==> src/rtl/mbx_pkg.sv <==
package mbx_pkg;
    localparam logic [7:0] ADDR_CTRL     = 8'h01;
    localparam logic [7:0] ADDR_STAT     = 8'h02;
    localparam logic [7:0] ADDR_OUT0     = 8'h30;
    localparam logic [7:0] ADDR_IN0      = 8'h38;
    localparam logic [7:0] ADDR_DOORBELL = 8'h40;
    localparam logic [7:0] DOORBELL_GO   = 8'h01;
    localparam int         MSG_BYTES     = 8;
    localparam int         STAT_DONE_BIT = 1;
    localparam int         CTRL_MASK_BIT = 4;

    localparam logic [7:0] CMD_PWR_RD = 8'h01;
    localparam logic [7:0] CMD_LIM_WR = 8'h02;
    localparam logic [7:0] CMD_LIM_RD = 8'h03;
    localparam logic [7:0] CMD_MAX_RD = 8'h04;

    typedef enum logic [1:0] {
        SEQ_IDLE,
        SEQ_ISSUE,
        SEQ_WAIT,
        SEQ_POST
    } seq_state_e;
endpackage

==> src/rtl/mbx_regs.sv <==
module mbx_regs
    import mbx_pkg::*;
#(
    parameter int DATA_W = 32
) (
    input  logic              clk,
    input  logic              rst_n,
    input  logic              reg_we,
    input  logic [7:0]        reg_addr,
    input  logic [7:0]        reg_wdata,
    output logic [7:0]        reg_rdata,
    input  logic              busy_i,
    input  logic              post_i,
    input  logic [DATA_W-1:0] post_data_i,
    output logic              doorbell_o,
    output logic [7:0]        cmd_o,
    output logic [DATA_W-1:0] arg_o,
    output logic              done_o,
    output logic              mask_o
);
    localparam int ARG_BYTES = DATA_W / 8;

    logic [7:0]        ctrl_q;
    logic              done_q;
    logic [7:0]        in_q [MSG_BYTES];
    logic [DATA_W-1:0] resp_q;
    logic              stat_w1;
    logic [2:0]        out_idx;
    logic [DATA_W-1:0] resp_sh;

    assign stat_w1 = reg_we && (reg_addr == ADDR_STAT) && reg_wdata[STAT_DONE_BIT];

    always_ff @(posedge clk or negedge rst_n) begin
        if (!rst_n) begin
            ctrl_q <= '0;
            done_q <= 1'b0;
            resp_q <= '0;
            for (int i = 0; i < MSG_BYTES; i++) in_q[i] <= '0;
        end else begin
            if (reg_we && reg_addr == ADDR_CTRL) ctrl_q <= reg_wdata;
            for (int i = 0; i < MSG_BYTES; i++) begin
                if (reg_we && reg_addr == ADDR_IN0 + 8'(i)) in_q[i] <= reg_wdata;
            end
            if (post_i) begin
                resp_q <= post_data_i;
                done_q <= 1'b1;
            end else if (stat_w1) begin
                done_q <= 1'b0;
            end
        end
    end

    always_comb begin
        for (int k = 0; k < ARG_BYTES; k++) arg_o[k*8 +: 8] = in_q[k+1];
    end

    assign cmd_o      = in_q[0];
    assign done_o     = done_q;
    assign mask_o     = ctrl_q[CTRL_MASK_BIT];
    assign doorbell_o = reg_we && (reg_addr == ADDR_DOORBELL) &&
                        (reg_wdata == DOORBELL_GO) && !busy_i;

    assign out_idx = reg_addr[2:0] - 3'd1;
    assign resp_sh = resp_q >> {out_idx, 3'b000};

    always_comb begin
        reg_rdata = '0;
        if (reg_addr == ADDR_CTRL) begin
            reg_rdata = ctrl_q;
        end else if (reg_addr == ADDR_STAT) begin
            reg_rdata[STAT_DONE_BIT] = done_q;
        end else if (reg_addr[7:3] == ADDR_IN0[7:3]) begin
            reg_rdata = in_q[reg_addr[2:0]];
        end else if (reg_addr >= ADDR_OUT0 + 8'd1 &&
                     reg_addr <= ADDR_OUT0 + 8'(ARG_BYTES)) begin
            reg_rdata = resp_sh[7:0];
        end
    end

    assert_post_sets_flag_R4: assert property (@(posedge clk) disable iff (!rst_n)
        post_i |=> done_q);
    assert_w1c_clears_R5: assert property (@(posedge clk) disable iff (!rst_n)
        (stat_w1 && !post_i) |=> !done_q);
    assert_flag_holds_R5: assert property (@(posedge clk) disable iff (!rst_n)
        (done_q && !stat_w1) |=> done_q);
endmodule

==> src/rtl/mbx_seq.sv <==
module mbx_seq
    import mbx_pkg::*;
#(
    parameter int DATA_W = 32
) (
    input  logic              clk,
    input  logic              rst_n,
    input  logic              doorbell_i,
    input  logic              rsp_valid_i,
    input  logic [DATA_W-1:0] rsp_data_i,
    output logic              busy_o,
    output logic              req_valid_o,
    output logic              post_o,
    output logic [DATA_W-1:0] post_data_o
);
    seq_state_e        state_q, state_d;
    logic [DATA_W-1:0] hold_q;

    always_ff @(posedge clk or negedge rst_n) begin
        if (!rst_n) state_q <= SEQ_IDLE;
        else        state_q <= state_d;
    end

    always_comb begin
        state_d = state_q;
        unique case (state_q)
            SEQ_IDLE:  if (doorbell_i)  state_d = SEQ_ISSUE;
            SEQ_ISSUE:                  state_d = SEQ_WAIT;
            SEQ_WAIT:  if (rsp_valid_i) state_d = SEQ_POST;
            SEQ_POST:                   state_d = SEQ_IDLE;
            default:                    state_d = SEQ_IDLE;
        endcase
    end

    always_ff @(posedge clk or negedge rst_n) begin
        if (!rst_n) hold_q <= '0;
        else if (state_q == SEQ_WAIT && rsp_valid_i) hold_q <= rsp_data_i;
    end

    always_comb begin
        busy_o      = (state_q != SEQ_IDLE);
        req_valid_o = (state_q == SEQ_ISSUE);
        post_o      = (state_q == SEQ_POST);
        post_data_o = hold_q;
    end

    assert_no_reissue_R11: assert property (@(posedge clk) disable iff (!rst_n)
        (state_q != SEQ_IDLE) |=> (state_q != SEQ_ISSUE));
    assert_post_single_R4: assert property (@(posedge clk) disable iff (!rst_n)
        (state_q == SEQ_POST) |=> (state_q == SEQ_IDLE));
    assert_rsp_when_waiting_R4: assert property (@(posedge clk) disable iff (!rst_n)
        rsp_valid_i |-> (state_q == SEQ_WAIT));
endmodule

==> src/rtl/mbx_responder.sv <==
module mbx_responder
    import mbx_pkg::*;
#(
    parameter int          DATA_W     = 32,
    parameter int          RSP_LAT    = 3,
    parameter logic [31:0] LIMIT_INIT = 32'd0
) (
    input  logic              clk,
    input  logic              rst_n,
    input  logic              req_valid_i,
    input  logic [7:0]        req_cmd_i,
    input  logic [DATA_W-1:0] req_arg_i,
    input  logic [DATA_W-1:0] pwr_meas_i,
    input  logic [DATA_W-1:0] pwr_max_i,
    output logic              rsp_valid_o,
    output logic [DATA_W-1:0] rsp_data_o
);
    localparam int CNT_W = $clog2(RSP_LAT + 1);

    logic [7:0]        cmd_q;
    logic [DATA_W-1:0] arg_q;
    logic [DATA_W-1:0] limit_q;
    logic [CNT_W-1:0]  cnt_q;
    logic [DATA_W-1:0] clamped;

    initial begin
        if (RSP_LAT < 1) $error("RSP_LAT must be at least 1");
    end

    assign clamped     = (arg_q > pwr_max_i) ? pwr_max_i : arg_q;
    assign rsp_valid_o = (cnt_q == CNT_W'(1));

    always_ff @(posedge clk or negedge rst_n) begin
        if (!rst_n) begin
            cmd_q   <= '0;
            arg_q   <= '0;
            cnt_q   <= '0;
            limit_q <= DATA_W'(LIMIT_INIT);
        end else begin
            if (req_valid_i) begin
                cmd_q <= req_cmd_i;
                arg_q <= req_arg_i;
                cnt_q <= CNT_W'(RSP_LAT);
            end else if (cnt_q != '0) begin
                cnt_q <= cnt_q - CNT_W'(1);
            end
            if (rsp_valid_o && cmd_q == CMD_LIM_WR) limit_q <= clamped;
        end
    end

    always_comb begin
        unique case (cmd_q)
            CMD_PWR_RD: rsp_data_o = pwr_meas_i;
            CMD_LIM_WR: rsp_data_o = clamped;
            CMD_LIM_RD: rsp_data_o = limit_q;
            CMD_MAX_RD: rsp_data_o = pwr_max_i;
            default:    rsp_data_o = '0;
        endcase
    end

    assert_limit_saturated_R8: assert property (@(posedge clk) disable iff (!rst_n)
        (rsp_valid_o && cmd_q == CMD_LIM_WR) |-> (rsp_data_o <= pwr_max_i));
    assert_limit_stored_R8: assert property (@(posedge clk) disable iff (!rst_n)
        (rsp_valid_o && cmd_q == CMD_LIM_WR) |=> (limit_q == $past(rsp_data_o)));
    assert_unknown_zero_R10: assert property (@(posedge clk) disable iff (!rst_n)
        (rsp_valid_o && (cmd_q == 8'h00 || cmd_q > CMD_MAX_RD)) |-> (rsp_data_o == '0));
endmodule

==> src/rtl/mbx_target.sv <==
module mbx_target
    import mbx_pkg::*;
#(
    parameter int          DATA_W     = 32,
    parameter int          RSP_LAT    = 3,
    parameter logic [31:0] LIMIT_INIT = 32'd0
) (
    input  logic              clk,
    input  logic              rst_n,
    input  logic              reg_we,
    input  logic [7:0]        reg_addr,
    input  logic [7:0]        reg_wdata,
    output logic [7:0]        reg_rdata,
    input  logic [DATA_W-1:0] pwr_meas_mw,
    input  logic [DATA_W-1:0] pwr_max_mw,
    output logic              alert
);
    logic              busy, doorbell, post, done, mask;
    logic              req_valid, rsp_valid;
    logic [7:0]        cmd;
    logic [DATA_W-1:0] arg, rsp_data, post_data;

    mbx_regs #(.DATA_W(DATA_W)) u_regs (
        .clk(clk), .rst_n(rst_n), .reg_we(reg_we), .reg_addr(reg_addr),
        .reg_wdata(reg_wdata), .reg_rdata(reg_rdata), .busy_i(busy),
        .post_i(post), .post_data_i(post_data), .doorbell_o(doorbell),
        .cmd_o(cmd), .arg_o(arg), .done_o(done), .mask_o(mask)
    );

    mbx_seq #(.DATA_W(DATA_W)) u_seq (
        .clk(clk), .rst_n(rst_n), .doorbell_i(doorbell), .rsp_valid_i(rsp_valid),
        .rsp_data_i(rsp_data), .busy_o(busy), .req_valid_o(req_valid),
        .post_o(post), .post_data_o(post_data)
    );

    mbx_responder #(.DATA_W(DATA_W), .RSP_LAT(RSP_LAT), .LIMIT_INIT(LIMIT_INIT)) u_rsp (
        .clk(clk), .rst_n(rst_n), .req_valid_i(req_valid), .req_cmd_i(cmd),
        .req_arg_i(arg), .pwr_meas_i(pwr_meas_mw), .pwr_max_i(pwr_max_mw),
        .rsp_valid_o(rsp_valid), .rsp_data_o(rsp_data)
    );

    assign alert = done && !mask;

    assert_alert_masked_R6: assert property (@(posedge clk) disable iff (!rst_n)
        mask |-> !alert);
    assert_busy_until_post_R11: assert property (@(posedge clk) disable iff (!rst_n)
        (busy && !post) |=> busy);
endmodule

==> config.mk <==
export PLATFORM = sky130hd
export DESIGN_NAME = mbx_target
export DESIGN_NICKNAME = d
export VERILOG_FILES = /design/src/rtl/mbx_pkg.sv /design/src/rtl/mbx_regs.sv /design/src/rtl/mbx_seq.sv /design/src/rtl/mbx_responder.sv /design/src/rtl/mbx_target.sv
export SDC_FILE = /design/constraint.sdc
export NUM_CORES = 1
export LEC_CHECK = 0
export BUFFER_PORTS_ARGS = -buffer_cell sky130_fd_sc_hd__buf_2
export CAP_MARGIN = 30
export CORE_AREA = 5 5 177 179
export CTS_CLUSTER_SIZE = 28
export DETAILED_ROUTE_END_ITERATION = 7
export DIE_AREA = 0 0 182 184
export PLACE_DENSITY = 0.68
export SLEW_MARGIN = 15
export SYNTH_ARGS = -nofsm -noshare
export SYNTH_HDL_FRONTEND = slang
export SYNTH_SLANG_ARGS = --single-unit
==> constraint.sdc <==
create_clock -name clk -period 2.71 [get_ports clk]
set_input_delay 0.1355 -clock clk [delete_from_list [all_inputs] [get_ports clk]]
set_output_delay 0.1355 -clock clk [all_outputs]
set_load 0.01 [all_outputs]
==> impl_metrics.py <==
metrics = {
    "global_routing": {
        "groute.layer.met3.usage": 0.0289,
        "grt_max_degree": 87,
        "grt_pass1_wl_mm": 52.5,
        "gr-usage-met2": 0.348,
        "grt_usage": 0.198,
        "grt_pass1_vias": 8949,
        "grt_most_used_layer": "met2",
        "antenna_found_initial": 1,
        "grt-ovfl-total": 0,
        "met1_usage": 0.259,
    },
    "run": {
        "maxCapViolations": 0,
    },
    "outcome": {
        "status": "finished clean",
    },
    "yosys": {
        "ys_types": 49,
        "syn-num-nets": 1151,
        "synth_top_area_cell": "dfrtp_1",
        "syn_avg_cell_area_um2": 11.4,
        "yosys_warnings": 0,
        "syn-cell-area_um2": 11700,
        "synth_flop_cell": "dfrtp_1",
        "synth_top_area_frac": 0.456,
        "ys_seq_area_frac": 0.456,
        "synth.top_cells.by_area": "dfrtp_1 (46%), mux2_2 (14%), mux2i_1 (5.1%), mux4_2 (4.6%), ha_1 (4.6%)",
        "ys_ff_latch": 213,
        "async_flop_share": 1.00,
        "synth_edf_count": 0,
        "syn_inst": 1025,
    },
    "cts": {
        "cts_num_sinks": 213,
        "cts.htree.levels": 1,
        "clockBufferDepth": 3,
        "path_clk_slew_ns": 0.06,
        "insertion_delay_ns": 0.52,
        "cts_buffers": 24,
        "cts_tree": "done",
        "cts_root_buffer": "clkbuf_16",
    },
    "floorplanning": {
        "die_y_um": 184,
        "start_util": 0.397,
        "die_w_um": 182,
        "coreArea_um2": 29400,
        "io_pins": 92,
        "die_area_um2": 33500,
        "std_cell_rows": 63,
    },
    "finish": {
        "layout.nets": 1271,
        "seqCellArea_um2": 5330,
        "n_antenna_cell": 0,
        "area_delta_synth_final_pct": 19.1,
        "drive_above_1_share": 0.342,
        "stdcell_area_um2": 13900,
        "multiInputGateArea_um2": 5850,
        "nFillCells": 2629,
    },
    "route": {
        "routedWlPerCell_um": 21.7,
        "viasPerCell": 5.68,
        "via_count": 8824,
        "ant_nets": 0,
        "wirelength_mm": 33.7,
        "drt_iter0_markers": 671,
        "firstDrtPassIters": 5,
        "drc": 0,
    },
    "worst_setup_path": {
        "path_delay_family": "simple AND/OR/NAND/NOR gates",
        "cp_num_buf_inv": 1,
        "critical_path.slowest_cell": "nor4_4",
        "cp.arrival_ns": 3.01,
        "cp-end-kind": "register",
        "start_kind": "register",
        "path_cells": "ha_1 > nand4_1 > nor4_4 > nor2b_4 > o31a_2 > buf_12 > o21ai_0 > a31oi_1",
        "crit_type": "register to register",
        "crit_fanout": 29,
        "slowest_delay_ns": 0.47,
        "required_ns": 3.15,
    },
    "power_and_ir_drop": {
        "clock_power_share": 0.314,
        "pwr-share-comb": 0.277,
        "powerDensity_nw_per_um2": 752,
        "switching_share": 0.319,
        "vdd_drop_max_v": 0.000408,
        "switching_power_w": 0.00334,
        "p_leak_nw": 6.49,
        "intPower_w": 0.00712,
        "p_seq_frac": 0.408,
        "total_power_w": 0.0105,
    },
    "sta": {
        "tightest_slew_ns": 0.769,
        "timing.final.hold_violations": 0,
        "tns_ns": 0,
        "setup_viol": 0,
        "period_share": 0.949,
        "slew_headroom": 0.487,
        "min_period_ns": 2.57,
        "rsz0062_at_grt": "no",
        "maxSlewViolCount": 0,
        "fmax_mhz": 389,
        "fin_skew_ns": 0.0205,
    },
    "placement": {
        "io_buffer_count": 91,
        "place_area_um2": 12800,
        "place.gp.congestion": 0.916,
        "dp_hpwl_mm": 23.7,
    },
    "min_path": {
        "hold_path.class": "primary input to register",
    },
}
## per-layer routing
metal | up-vias | routed length (µm)
li1 | 4031 | -
met1 | 4475 | 14300
met2 | 263 | 17100
met3 | 53 | 1570
met4 | 2 | 785
met5 | - | 19
## repair_timing
| action | in CTS | in global routing |
|---|---|---|
| hold buffers | 34 | 0 |
| hold endpoints to repair | 148 | 0 |
| gates resized for setup | 0 | 1 |
| endpoints found under the setup margin | 0 | 3 |
| buffers inserted | 0 | 0 |
## worst paths after layout
kind                                        startpoint                      endpoint  slack (ns)  cells after the start
min in group asynchronous                        rst_n  u_rsp.limit_q[4]$_DFFE_PN0P_        0.24                      2
min                                       reg_wdata[7]   u_regs.in_q[15]$_DFFE_PN0P_        0.05                      2
min reg2reg                 u_rsp.cnt_q[1]$_DFFE_PN0P_    u_rsp.cnt_q[1]$_DFFE_PN0P_        0.50                      1
max in group asynchronous                        rst_n    u_rsp.cnt_q[1]$_DFFE_PN0P_        1.65                      3
max                        u_rsp.arg_q[27]$_DFFE_PN0P_  u_rsp.limit_q[4]$_DFFE_PN0P_        0.14                      8
max reg2reg                u_rsp.arg_q[27]$_DFFE_PN0P_  u_rsp.limit_q[4]$_DFFE_PN0P_        0.14                      8
## worst reg2reg max path: stages, from the launching register on
cell	delay, ns
dfrtp_1	0.41
ha_1	0.32
nand4_1	0.23
nor4_4	0.47
nor2b_4	0.26
o31a_2	0.25
buf_12	0.24
o21ai_0	0.13
a31oi_1	0.17
## stage by stage
| stage | util | hold slack (ns) | cells | setup WS (ns) |
|---|---|---|---|---|
| floorplan | - | -0.160 | 1025 | 0.480 |
| global placement | 0.434 | 0.268 | 1475 | 0.207 |
| detailed placement | 0.434 | 0.260 | 1475 | 0.192 |
| CTS | 0.473 | 0.0352 | 1553 | 0.165 |
| global route | 0.473 | 0.0468 | 1553 | 0.000864 |
| finish | 0.473 | 0.0504 | 1553 | 0.139 |
## cells in the mapped netlist (all sizes together) (6+ instances only)
| cell | count |
|---|---|
| mux2i | 59 |
| o21ai | 79 |
| a22oi | 22 |
| ha | 43 |
| o211ai | 33 |
| mux2 | 144 |
| inv | 39 |
| clkbuf | 45 |
| nand3 | 49 |
| nand4 | 43 |
| nor3 | 6 |
| a31oi | 32 |
| nor2 | 42 |
| mux4 | 24 |
| dfrtp | 213 |
| buf | 32 |
| a21oi | 17 |
| nand2 | 73 |
## power groups by stage
stage / registers [W] / clock network (W) / logic [W]
2_1_floorplan: 0.00413 / 0 / 0.00200
3_3_place_gp: 0.00429 / 0 / 0.00280
3_5_place_dp: 0.00431 / 0 / 0.00286
4_1_cts: 0.00426 / 0.00334 / 0.00292
5_1_grt: 0.00434 / 0.00346 / 0.00318
6_report: 0.00427 / 0.00329 / 0.00290
## cell usage in the layout, fill, tap and decap left out, types with 2 or more instances in the layout
master         count
nor3_1             6
o211ai_2          10
mux2i_1           59
clkinvlp_4         2
o21ai_0           52
buf_2             90
nor4_4             3
ha_1              42
nand3_1           49
mux2_2           144
nand4_1           41
a31oi_1           32
nand4_2            2
mux4_2            24
clkinv_2           6
nor2b_1            3
dfrtp_1          212
a21o_1             3
o21a_1             2
inv_1             39
dlygate4sd3_1     34
nor2_1            41
a21oi_1           17
buf_12            10
nand2_1           73
o21ai_2           27
o211ai_1          23
clkbuf_1           3
clkbuf_16         25
xor2_1             2
a22oi_1           21
clkbuf_8           8
buf_4             35
nand2b_1           2
## layout make-up
class,count,area share
multi-input cells,696,0.421
inverters,39,0.0105
well taps,390,0.0351
flip-flops and latches,213,0.383
clock buffers,35,0.0527
clock inverters,9,0.00540
repair buffers,171,0.0920
## kinds of logic after synthesis
family,Yosys count,synth area share
simple gates,229,0.0995
mux,227,0.236
flops,213,0.456
compound gates,195,0.117
buf+inv,116,0.0440
fa+ha+maj,43,0.0461
xor+xnor,2,0.00150
## registers in the layout (all words and copies together), names as in the netlist
register	count
u_rsp.cnt_q	2
u_rsp.arg_q	32
u_seq.state_q	2
u_regs.arg_o	32
u_regs.cmd_o	8
u_regs.in_q	24
u_regs.ctrl_q	8
u_seq.post_data_o	32
u_regs.resp_q	32
u_rsp.cmd_q	8
u_rsp.limit_q	32
u_regs.done_o	1
Power figures use the tool's default switching activity.
